--- config.mk ---
export PLATFORM = sky130hd
export DESIGN_NAME = smc_rd_timing
export DESIGN_NICKNAME = d
export VERILOG_FILES = /design/src/rtl/smc_rd_pkg.sv /design/src/rtl/smc_rd_addr_fmt.sv /design/src/rtl/smc_rd_cfg_sel.sv /design/src/rtl/smc_rd_window.sv /design/src/rtl/smc_rd_seq.sv /design/src/rtl/smc_rd_timing.sv
export SDC_FILE = /design/constraint.sdc
export NUM_CORES = 1
export LEC_CHECK = 0
export BUFFER_PORTS_ARGS = -buffer_cell sky130_fd_sc_hd__buf_2
export CAP_MARGIN = 25
export CORE_AREA = 2 2 154 156
export CTS_BUF_LIST = sky130_fd_sc_hd__clkbuf_16
export CTS_CLUSTER_DIAMETER = 200
export CTS_CLUSTER_SIZE = 28
export DETAILED_ROUTE_END_ITERATION = 8
export DIE_AREA = 0 0 156 158
export PLACE_DENSITY = 0.66
export RECOVER_POWER = 25
export SLEW_MARGIN = 10
export SYNTH_ARGS = -nofsm -noshare
export SYNTH_HDL_FRONTEND = slang
export SYNTH_SLANG_ARGS = --single-unit
--- constraint.sdc ---
create_clock -name clk -period 14.4 [get_ports clk]
set_input_delay 2.16 -clock clk [delete_from_list [all_inputs] [get_ports clk]]
set_output_delay 2.16 -clock clk [all_outputs]
set_load 0.1 [all_outputs]
--- src/rtl/smc_rd_pkg.sv ---
package smc_rd_pkg;

  // device data width code, one per chip select
  typedef enum logic [1:0] {
    DW_8   = 2'd0,
    DW_16  = 2'd1,
    DW_32  = 2'd2,
    DW_32B = 2'd3
  } dev_width_e;

  localparam int NBS_W = 4;
  localparam int WCODE_W = 2;

endpackage

--- src/rtl/smc_rd_addr_fmt.sv ---
module smc_rd_addr_fmt
  import smc_rd_pkg::*;
#(
  parameter int ADDR_W = 26
) (
  input  logic [ADDR_W-1:0]  addr_in,
  input  logic [WCODE_W-1:0] width,
  output logic [ADDR_W-1:0]  addr_out,
  output logic [NBS_W-1:0]   nbs_n
);

  always_comb begin
    case (dev_width_e'(width))
      DW_8: begin
        addr_out = addr_in;
        nbs_n    = 4'b1110;
      end
      DW_16: begin
        addr_out = {addr_in[ADDR_W-1:1], 1'b0};
        nbs_n    = 4'b1100;
      end
      default: begin
        addr_out = {addr_in[ADDR_W-1:2], 2'b00};
        nbs_n    = 4'b0000;
      end
    endcase
  end

endmodule

--- src/rtl/smc_rd_cfg_sel.sv ---
module smc_rd_cfg_sel
  import smc_rd_pkg::*;
#(
  parameter int NUM_CS = 8,
  parameter int CNT_W  = 6,
  parameter int SEL_W  = 3
) (
  input  logic [SEL_W-1:0]          sel,
  input  logic [NUM_CS*CNT_W-1:0]   rd_setup_all,
  input  logic [NUM_CS*CNT_W-1:0]   rd_pulse_all,
  input  logic [NUM_CS*CNT_W-1:0]   rd_cycle_all,
  input  logic [NUM_CS*CNT_W-1:0]   cs_setup_all,
  input  logic [NUM_CS*CNT_W-1:0]   cs_pulse_all,
  input  logic [NUM_CS*WCODE_W-1:0] width_all,
  output logic [CNT_W-1:0]          rd_setup,
  output logic [CNT_W-1:0]          rd_pulse,
  output logic [CNT_W-1:0]          rd_cycle,
  output logic [CNT_W-1:0]          cs_setup,
  output logic [CNT_W-1:0]          cs_pulse,
  output logic [WCODE_W-1:0]        width
);

  logic [CNT_W-1:0]   rs_arr [NUM_CS];
  logic [CNT_W-1:0]   rp_arr [NUM_CS];
  logic [CNT_W-1:0]   rc_arr [NUM_CS];
  logic [CNT_W-1:0]   ss_arr [NUM_CS];
  logic [CNT_W-1:0]   sp_arr [NUM_CS];
  logic [WCODE_W-1:0] w_arr  [NUM_CS];

  for (genvar g = 0; g < NUM_CS; g++) begin : g_slice
    assign rs_arr[g] = rd_setup_all[g*CNT_W +: CNT_W];
    assign rp_arr[g] = rd_pulse_all[g*CNT_W +: CNT_W];
    assign rc_arr[g] = rd_cycle_all[g*CNT_W +: CNT_W];
    assign ss_arr[g] = cs_setup_all[g*CNT_W +: CNT_W];
    assign sp_arr[g] = cs_pulse_all[g*CNT_W +: CNT_W];
    assign w_arr[g]  = width_all[g*WCODE_W +: WCODE_W];
  end

  assign rd_setup = rs_arr[sel];
  assign rd_pulse = rp_arr[sel];
  assign rd_cycle = rc_arr[sel];
  assign cs_setup = ss_arr[sel];
  assign cs_pulse = sp_arr[sel];
  assign width    = w_arr[sel];

endmodule

--- src/rtl/smc_rd_window.sv ---
module smc_rd_window #(
  parameter int CNT_W = 6
) (
  input  logic             busy,
  input  logic [CNT_W-1:0] cnt,
  input  logic [CNT_W-1:0] setup,
  input  logic [CNT_W-1:0] pulse,
  input  logic [CNT_W-1:0] span,
  output logic             active
);

  logic [CNT_W:0] sum;
  logic [CNT_W:0] stop;

  always_comb begin
    sum  = {1'b0, setup} + {1'b0, pulse};
    stop = (sum > {1'b0, span}) ? {1'b0, span} : sum;
    active = busy && ({1'b0, cnt} >= {1'b0, setup}) && ({1'b0, cnt} < stop);
  end

endmodule

--- src/rtl/smc_rd_seq.sv ---
module smc_rd_seq #(
  parameter int CNT_W = 6
) (
  input  logic             clk,
  input  logic             rst_n,
  input  logic             start,
  input  logic [CNT_W-1:0] span_raw,
  output logic             busy,
  output logic [CNT_W-1:0] cnt,
  output logic [CNT_W-1:0] span,
  output logic             last
);

  localparam logic [CNT_W-1:0] ONE = {{(CNT_W-1){1'b0}}, 1'b1};

  logic             busy_q, busy_d;
  logic [CNT_W-1:0] cnt_q, cnt_d;
  logic [CNT_W-1:0] span_q, span_eff;

  assign span_eff = (span_raw == '0) ? ONE : span_raw;
  assign last     = busy_q && (cnt_q == span_q - ONE);

  always_comb begin
    busy_d = busy_q;
    cnt_d  = cnt_q;
    if (start) begin
      busy_d = 1'b1;
      cnt_d  = '0;
    end else if (last) begin
      busy_d = 1'b0;
      cnt_d  = '0;
    end else if (busy_q) begin
      cnt_d  = cnt_q + ONE;
    end
  end

  always_ff @(posedge clk or negedge rst_n) begin
    if (!rst_n) begin
      busy_q <= 1'b0;
      cnt_q  <= '0;
      span_q <= ONE;
    end else begin
      busy_q <= busy_d;
      cnt_q  <= cnt_d;
      if (start) begin
        span_q <= span_eff;
      end
    end
  end

  assign busy = busy_q;
  assign cnt  = cnt_q;
  assign span = span_q;

endmodule

--- src/rtl/smc_rd_timing.sv ---
module smc_rd_timing
  import smc_rd_pkg::*;
#(
  parameter int NUM_CS = 8,
  parameter int CNT_W  = 6,
  parameter int ADDR_W = 26,
  parameter int DATA_W = 32,
  localparam int SEL_W = (NUM_CS > 1) ? $clog2(NUM_CS) : 1
) (
  input  logic                      clk,
  input  logic                      rst_n,
  input  logic                      req_valid,
  output logic                      req_ready,
  input  logic [ADDR_W-1:0]         req_addr,
  input  logic [SEL_W-1:0]          req_cs,
  input  logic [NUM_CS*CNT_W-1:0]   cfg_rd_setup,
  input  logic [NUM_CS*CNT_W-1:0]   cfg_rd_pulse,
  input  logic [NUM_CS*CNT_W-1:0]   cfg_rd_cycle,
  input  logic [NUM_CS*CNT_W-1:0]   cfg_cs_setup,
  input  logic [NUM_CS*CNT_W-1:0]   cfg_cs_pulse,
  input  logic [NUM_CS*WCODE_W-1:0] cfg_width,
  output logic [ADDR_W-1:0]         mem_addr,
  output logic [NBS_W-1:0]          mem_nbs_n,
  output logic [NUM_CS-1:0]         mem_ncs_n,
  output logic                      mem_nrd_n,
  input  logic [DATA_W-1:0]         mem_data,
  output logic                      rd_done,
  output logic [DATA_W-1:0]         rd_data
);

  localparam logic [CNT_W-1:0] ONE = {{(CNT_W-1){1'b0}}, 1'b1};

  // reset: asserted asynchronously, released on the clock
  logic rst_meta_q, rst_sync_q;

  always_ff @(posedge clk or negedge rst_n) begin
    if (!rst_n) begin
      rst_meta_q <= 1'b0;
      rst_sync_q <= 1'b0;
    end else begin
      rst_meta_q <= 1'b1;
      rst_sync_q <= rst_meta_q;
    end
  end

  // selected timing set for the incoming request
  logic [CNT_W-1:0]   sel_rs, sel_rp, sel_rc, sel_ss, sel_sp;
  logic [WCODE_W-1:0] sel_w;
  logic [ADDR_W-1:0]  fmt_addr;
  logic [NBS_W-1:0]   fmt_nbs;

  smc_rd_cfg_sel #(
    .NUM_CS(NUM_CS), .CNT_W(CNT_W), .SEL_W(SEL_W)
  ) u_sel (
    .sel(req_cs),
    .rd_setup_all(cfg_rd_setup), .rd_pulse_all(cfg_rd_pulse),
    .rd_cycle_all(cfg_rd_cycle), .cs_setup_all(cfg_cs_setup),
    .cs_pulse_all(cfg_cs_pulse), .width_all(cfg_width),
    .rd_setup(sel_rs), .rd_pulse(sel_rp), .rd_cycle(sel_rc),
    .cs_setup(sel_ss), .cs_pulse(sel_sp), .width(sel_w)
  );

  smc_rd_addr_fmt #(.ADDR_W(ADDR_W)) u_fmt (
    .addr_in(req_addr), .width(sel_w),
    .addr_out(fmt_addr), .nbs_n(fmt_nbs)
  );

  // access sequencer
  logic             start, busy, last;
  logic [CNT_W-1:0] cnt, span;

  assign req_ready = rst_sync_q && (!busy || last);
  assign start     = req_valid && req_ready;

  smc_rd_seq #(.CNT_W(CNT_W)) u_seq (
    .clk(clk), .rst_n(rst_sync_q), .start(start), .span_raw(sel_rc),
    .busy(busy), .cnt(cnt), .span(span), .last(last)
  );

  // per-access latched state, enabled by start
  logic [SEL_W-1:0]  cs_q;
  logic [ADDR_W-1:0] addr_q;
  logic [NBS_W-1:0]  nbs_q;
  logic [CNT_W-1:0]  rs_q, rp_q, ss_q, sp_q;

  always_ff @(posedge clk or negedge rst_sync_q) begin
    if (!rst_sync_q) begin
      cs_q   <= '0;
      addr_q <= '0;
      nbs_q  <= '1;
      rs_q   <= '0;
      rp_q   <= '0;
      ss_q   <= '0;
      sp_q   <= '0;
    end else if (start) begin
      cs_q   <= req_cs;
      addr_q <= fmt_addr;
      nbs_q  <= fmt_nbs;
      rs_q   <= sel_rs;
      rp_q   <= sel_rp;
      ss_q   <= sel_ss;
      sp_q   <= sel_sp;
    end
  end

  // strobe windows: read strobe now and one count ahead, chip select now
  logic             rd_act, rd_act_nx, cs_act, rd_close;
  logic [CNT_W-1:0] cnt_nx;

  assign cnt_nx = cnt + ONE;

  smc_rd_window #(.CNT_W(CNT_W)) u_win_rd (
    .busy(busy), .cnt(cnt), .setup(rs_q), .pulse(rp_q), .span(span),
    .active(rd_act)
  );

  smc_rd_window #(.CNT_W(CNT_W)) u_win_rd_nx (
    .busy(busy), .cnt(cnt_nx), .setup(rs_q), .pulse(rp_q), .span(span),
    .active(rd_act_nx)
  );

  smc_rd_window #(.CNT_W(CNT_W)) u_win_cs (
    .busy(busy), .cnt(cnt), .setup(ss_q), .pulse(sp_q), .span(span),
    .active(cs_act)
  );

  // the read strobe rises at the coming edge
  assign rd_close = rd_act && (last || !rd_act_nx);

  // pins
  assign mem_addr  = busy ? addr_q : '0;
  assign mem_nbs_n = busy ? nbs_q : '1;
  assign mem_nrd_n = !rd_act;

  for (genvar g = 0; g < NUM_CS; g++) begin : g_ncs
    assign mem_ncs_n[g] = !(cs_act && (cs_q == SEL_W'(g)));
  end

  // data capture at the rising edge of the read strobe
  logic [DATA_W-1:0] data_q, data_d;

  always_comb begin
    data_d = data_q;
    if (start) begin
      data_d = '0;
    end else if (rd_close) begin
      data_d = mem_data;
    end
  end

  always_ff @(posedge clk or negedge rst_sync_q) begin
    if (!rst_sync_q) begin
      data_q <= '0;
    end else begin
      data_q <= data_d;
    end
  end

  assign rd_done = last;
  assign rd_data = rd_close ? mem_data : data_q;

endmodule

After elaboration in Yosys (flattened, before gate mapping)
Index checks and enable logic that the tools add are counted.
{ "totals": {"reg_bits": 104, "elab_cells": 104, "input_bits": 320, "output_inout_bits": 73} }
{ "classes": {"muxes": 32, "bitwise": 1, "magnitude_cmp": 9, "addsub": 4, "reduce_logical": 36, "n_eq_ne": 9} }
{ "op_table": {"columns": ["operator", "count"], "rows": [
  ["$bmux W6 S3", 5],
  ["$mux W6", 14],
  ["$mux W32", 2],
  ["$mux W26", 1],
  ["$lt A6 B7 Y1", 3],
  ["$ge A6 B6 Y1", 3],
  ["$logic_and A1 B1 Y1", 18],
  ["$add A6 B6 Y7", 2],
  ["$gt A7 B6 Y1", 2],
  ["$mux W7", 2],
  ["$eq A3 B3 Y1 const B", 4],
  ["$logic_not A1 Y1", 11],
  ["$pmux W4 S2", 1],
  ["$add A6 B1 Y6 const B", 1],
  ["$bmux W2 S3", 1],
  ["$eq A3 B2 Y1 const B", 2],
  ["$eq A6 B6 Y1", 1],
  ["$logic_not A6 Y1", 1],
  ["$sub A6 B1 Y6 const B", 1],
  ["$ge A4 B4 Y1 const B", 1],
  ["$mux W2", 2],
  ["$mux W4", 1],
  ["$not A3 Y4", 1],
  ["$pmux W2 S2", 1],
  ["other kinds (8)", 10]
]} }

Depth between registers and ports, before layout
{ "logic_depth": {"ltp_word": 10, "mapped_depth": 22} }

Cells and area by module
From an unflattened synthesis, not the netlist that was laid out.
{ "unflattened": {"cells_unflattened": 866, "area_unflattened_um2": 9507.9} }
{ "by_module_without_submodules": {"columns": ["module", "instances", "seq_area_each_um2", "area_each_um2", "cells_each"], "rows": [
  ["smc_rd_timing", 1, 2282.2, 4398.0, 360],
  ["smc_rd_cfg_sel", 1, 0.0, 2073.2, 114],
  ["smc_rd_window", 3, 0.0, 688.2, 95],
  ["smc_rd_seq", 1, 326.6, 747.0, 76],
  ["smc_rd_addr_fmt", 1, 0.0, 225.2, 31]
]} }

Worst setup path before layout
OpenSTA, ideal clock, no wires.
{ "synth_path": {"path_type": "register -> output", "start": "register rs_q[0]", "end": "output port mem_nrd_n", "required_ps": 12240, "n_path_buf": 0, "slack_ps": 6913, "t_arrival_ps": 5327, "stages_incl_launch_ff": 15, "path_cell_list": "dfrtp_1 > ha_1 > fa_1 > a211oi_1 > o21bai_1 > o21a_1 > ha_1 > a21o_1 > a211o_1 > o22a_1 > nor2_4 > mux2i_1 > ha_1 > nand3_1 > o21ai_0"} }
{ "synth_between": {"elab_chain_len": 6} }
{ "synth_lines": {"columns": ["item", "line_no", "source"], "rows": [
  ["start: declaration", "smc_rd_timing.sv:84", "logic [CNT_W-1:0] rs_q, rp_q, ss_q, sp_q;"],
  ["start signal: assignment", "smc_rd_timing.sv:99", "rs_q <= sel_rs;"],
  ["$add A6 B6 Y7", "smc_rd_window.sv:16", "sum = {1'b0, setup} + {1'b0, pulse};"],
  ["$gt A7 B6 Y1", "smc_rd_window.sv:17", "stop = (sum > {1'b0, span}) ? {1'b0, span} : sum;"],
  ["$mux W7", "smc_rd_window.sv:17", null],
  ["$lt A6 B7 Y1", "smc_rd_window.sv:18", "active = busy && ({1'b0, cnt} >= {1'b0, setup}) && ({1'b0, cnt} < stop);"],
  ["$logic_and A1 B1 Y1 *", "smc_rd_window.sv:18", null],
  ["$logic_not A1 Y1 *", "smc_rd_timing.sv:133", "assign mem_nrd_n = !rd_act;"],
  ["end: declaration", "smc_rd_timing.sv:25", "output logic mem_nrd_n,"]
]} }
Every way passes the cells marked *; elsewhere a longest branch is shown, timed or not.

Worst setup path in the final report
{ "layout_path": {"start": "register rs_q[0]", "end": "output port rd_data[0]"} }
{ "layout_between": {"elab_chain_len": 9} }
{ "layout_lines": {"columns": ["item", "line_no", "source"], "rows": [
  ["$add A6 B6 Y7", "smc_rd_window.sv:16", null],
  ["$gt A7 B6 Y1", "smc_rd_window.sv:17", null],
  ["$mux W7", "smc_rd_window.sv:17", null],
  ["$lt A6 B7 Y1", "smc_rd_window.sv:18", null],
  ["$logic_and A1 B1 Y1", "smc_rd_window.sv:18", null],
  ["$logic_not A1 Y1", "smc_rd_timing.sv:128", "assign rd_close = rd_act && (last || !rd_act_nx);"],
  ["$logic_or A1 B1 Y1", "smc_rd_timing.sv:128", null],
  ["$logic_and A1 B1 Y1 *", "smc_rd_timing.sv:128", null],
  ["$mux W32 *", "smc_rd_timing.sv:160", "assign rd_data = rd_close ? mem_data : data_q;"],
  ["end: declaration", "smc_rd_timing.sv:28", "output logic [DATA_W-1:0] rd_data"]
]} }
Marks and branches as above.

==> impl_metrics.toml <==
[status]
status = "finished with violations"
violations = "capacitance limit, slew limit"

[placed_design]
port_buffers = 392
placed_cell_area_um2 = 10600
dp_hpwl_mm = 20.3
place_congestion = 0.880

[sta]
timing.final.crit_share_pct = 61.7
finalCriticalPeriod_ps = 8880
final_hold_viol_count = 0
worst_slew_pin_slew_ps = 3950
drv_slew = 71
slew_headroom_pct = -164
whs_ps = 358
fin_skew_ps = 14.4
final-setup-viol-count = 0
achievable-frequency_mhz = 113
rsz0062_at_grt = "false"
fin_setup_tns_ps = 0

[clock_network]
clkSinkCount = 103
root_buffer = "clkbuf_16"
cts_made_buffers = 9
ctsHtreeMaxLevel = 3
cts_resized = 0
insertion_delay_ps = 360
cts_hold_buf = 0
postCtsSetupRepairBufs = 0
clk_path_buf_depth = 2
clkTransAtPathRegs_ps = 80
cts_tree = "yes"

[synthesis]
syn_avg_cell_area_um2 = 11.0
syn_area_um2 = 8480
synth-seq-cells = 103
synth.most_common_cell = "nand2_1"
synthTopCellsByCount = "117 x nand2_1, 99 x dfrtp_1, 71 x mux2i_1, 64 x mux4_2, 55 x ha_1"
yosys_warnings = 0
mappedNetlistNets = 1151
yosys-top-cells-area = "dfrtp_1 29%, mux4_2 17%, mux2i_1 8.4%, ha_1 8.1%, nand2_1 5.2%"
synth_cells = 774
synth.distinct_cells = 57
synth_edf_count = 0
synth_largest_area_cell = "dfrtp_1"
synth_ff_type = "dfrtp_1"
synth_top_area_share_pct = 29.2
synth_seq_area_share_pct = 30.4
synthArstFlopShare_pct = 100

[worst_setup_path]
path_max_fanout = 41
slowest_delay_ps = 620
crit_path_end_kind = "output pin"
cp_slowest_cell = "buf_4"
rr_worst_depth = 20
worst-r2r-setup-slack_ps = 8380
cp-start-kind = "register"
crit_chain = "ha_1, fa_1, a211oi_1, o21bai_1, o21a_1, ha_1, a21o_1, a211o_1, o22a_1, nor2_4, mux2i_1, ha_1, and3_1, nor4b_1, o311ai_1, o211ai_1, o211ai_1, buf_4, buf_4, mux2_2, buf_2"
cpMostUsedCell = "ha_1"
crit_type = "register to output pin"
arrival_ps = 6720
rr_endpoint = "data_q[29]"
timing.rr.start = "rs_q[0]"
worstPathRequired_ps = 12240

[die]
dieHeight_um = 158
core-area_um2 = 23100
dieArea_um2 = 24600
die-width_um = 156
ios = 393
start_util_pct = 36.8
rows = 56

[routing]
via_per_inst = 5.12
vias = 7337
drc = 0
antenna_left = 0
wirelength_mm = 25.2
dr.pass1.iters = 5
drt_iter0_drc = 377
wire_per_inst_um = 17.6

[hold_path]
min_path_cells = 0
min_from = "rst_meta_q"
hold_end = "rst_sync_q"
worstHoldPathType = "register to register"

[finish]
ff_latch_area_um2 = 2580
drive_gt1_share_pct = 48.3
synthToLayoutAreaGrowth_pct = 29.8
nFillCells = 2200
design_area_um2 = 11000
multi_input_area_um2 = 5550
final_nets = 1512

[global_route]
grt_pass1_wl_mm = 37.8
grt-ovfl-total = 0
grt_pass1_vias = 7139
grt_start_max_net_pins = 104
grt_use_total_pct = 19.7
antenna_found_initial = 4

[run]
maxCapViolations = 1
-- sequential cells by signal, summed over array words and instances, names as in the netlist, 6 cells and up --
name / flops
u_seq.cnt: 6
sp_q: 6
data_q: 32
addr_q: 26
ss_q: 6
rp_q: 6
rs_q: 6
u_seq.span: 6
-- critical path, delay by kind of cell (launching register included) --
kind	cells	cell delay [ps]
AOI/OAI and AO/OA	9	2020
adders and majority gates	4	1270
buffers and inverters	3	1310
DFF	1	420
muxes	2	740
and+or+nand+nor	3	550
-- stage by stage --
| stage | instances | setup slack, ps | util, % |
|---|---|---|---|
| final | 1433 | 5520 | 47.7 |
| after global routing | 1433 | 5160 | 47.7 |
| after CTS | 1428 | 5570 | 47.5 |
| after detailed placement | 1412 | 5990 | 46.1 |
| after global placement | 1412 | 6170 | 46.1 |
| after floorplan | 774 | 6910 | - |
-- kinds of logic after synthesis --
kind of cell / synth area share [%]
muxes: 34.8
xor gates and xnor gates: 1.96
DFF: 30.4
adders and majority gates: 8.70
AOI/OAI and AO/OA: 8.25
and+or+nand+nor: 11.5
other: 0.0442
buffers and inverters: 4.26
-- how the worst max path moves through the flow --
stage | start | to | slack [ps] | depth (start not counted)
2_1_floorplan | rs_q[0] | mem_nrd_n | 6910 | 14
3_3_place_gp | rs_q[0] | rd_data[1] | 6170 | 21
3_5_place_dp | rs_q[0] | rd_data[1] | 5990 | 21
4_1_cts | rs_q[0] | rd_data[1] | 5570 | 21
5_1_grt | rs_q[0] | rd_data[0] | 5160 | 21
6_report | rs_q[0] | rd_data[0] | 5520 | 21
-- routing by layer --
layer	part of all wire, %	up-vias	track usage, %
li1	-	3553	-
met1	42	3483	26.1
met2	50	272	33.4
met3	5.5	29	3.18
met4	1.9	0	5.59
met5	0	-	0
-- layout by cell type, fill, tap and decap left out, types with 7 or more instances in the layout --
cell / synthesis / routed
mux4_2: 64 / 64
nand3_1: 11 / 11
buf_4: 5 / 7
nor2_1: 14 / 14
inv_1: 31 / 31
o21ai_0: 47 / 47
dfrtp_1: 99 / 99
buf_2: 8 / 390
clkbuf_16: 0 / 9
ha_1: 55 / 55
mux2_4: 28 / 28
mux2_2: 34 / 34
nand2b_1: 9 / 9
a21o_1: 9 / 9
and2_1: 29 / 29
xnor2_1: 12 / 12
o211ai_1: 7 / 7
mux2i_1: 71 / 71
nand2_1: 117 / 116
xor2_1: 7 / 7
a21oi_1: 16 / 16
-- area by class of cell --
| type | count | share of cell area, % |
|---|---|---|
| tap | 290 | 3.30 |
| inverter | 31 | 1.06 |
| sequential | 103 | 23.5 |
| clock inverter | 7 | 0.898 |
| timing repair buffer | 401 | 18.8 |
| clock buffer | 9 | 2.05 |
| multi-input combinational | 589 | 50.4 |
| antenna | 3 | 0.0682 |
Power is left out: the tool's default activity adds up to more than one toggle a clock period on the data nets, which glitch-free logic cannot reach.
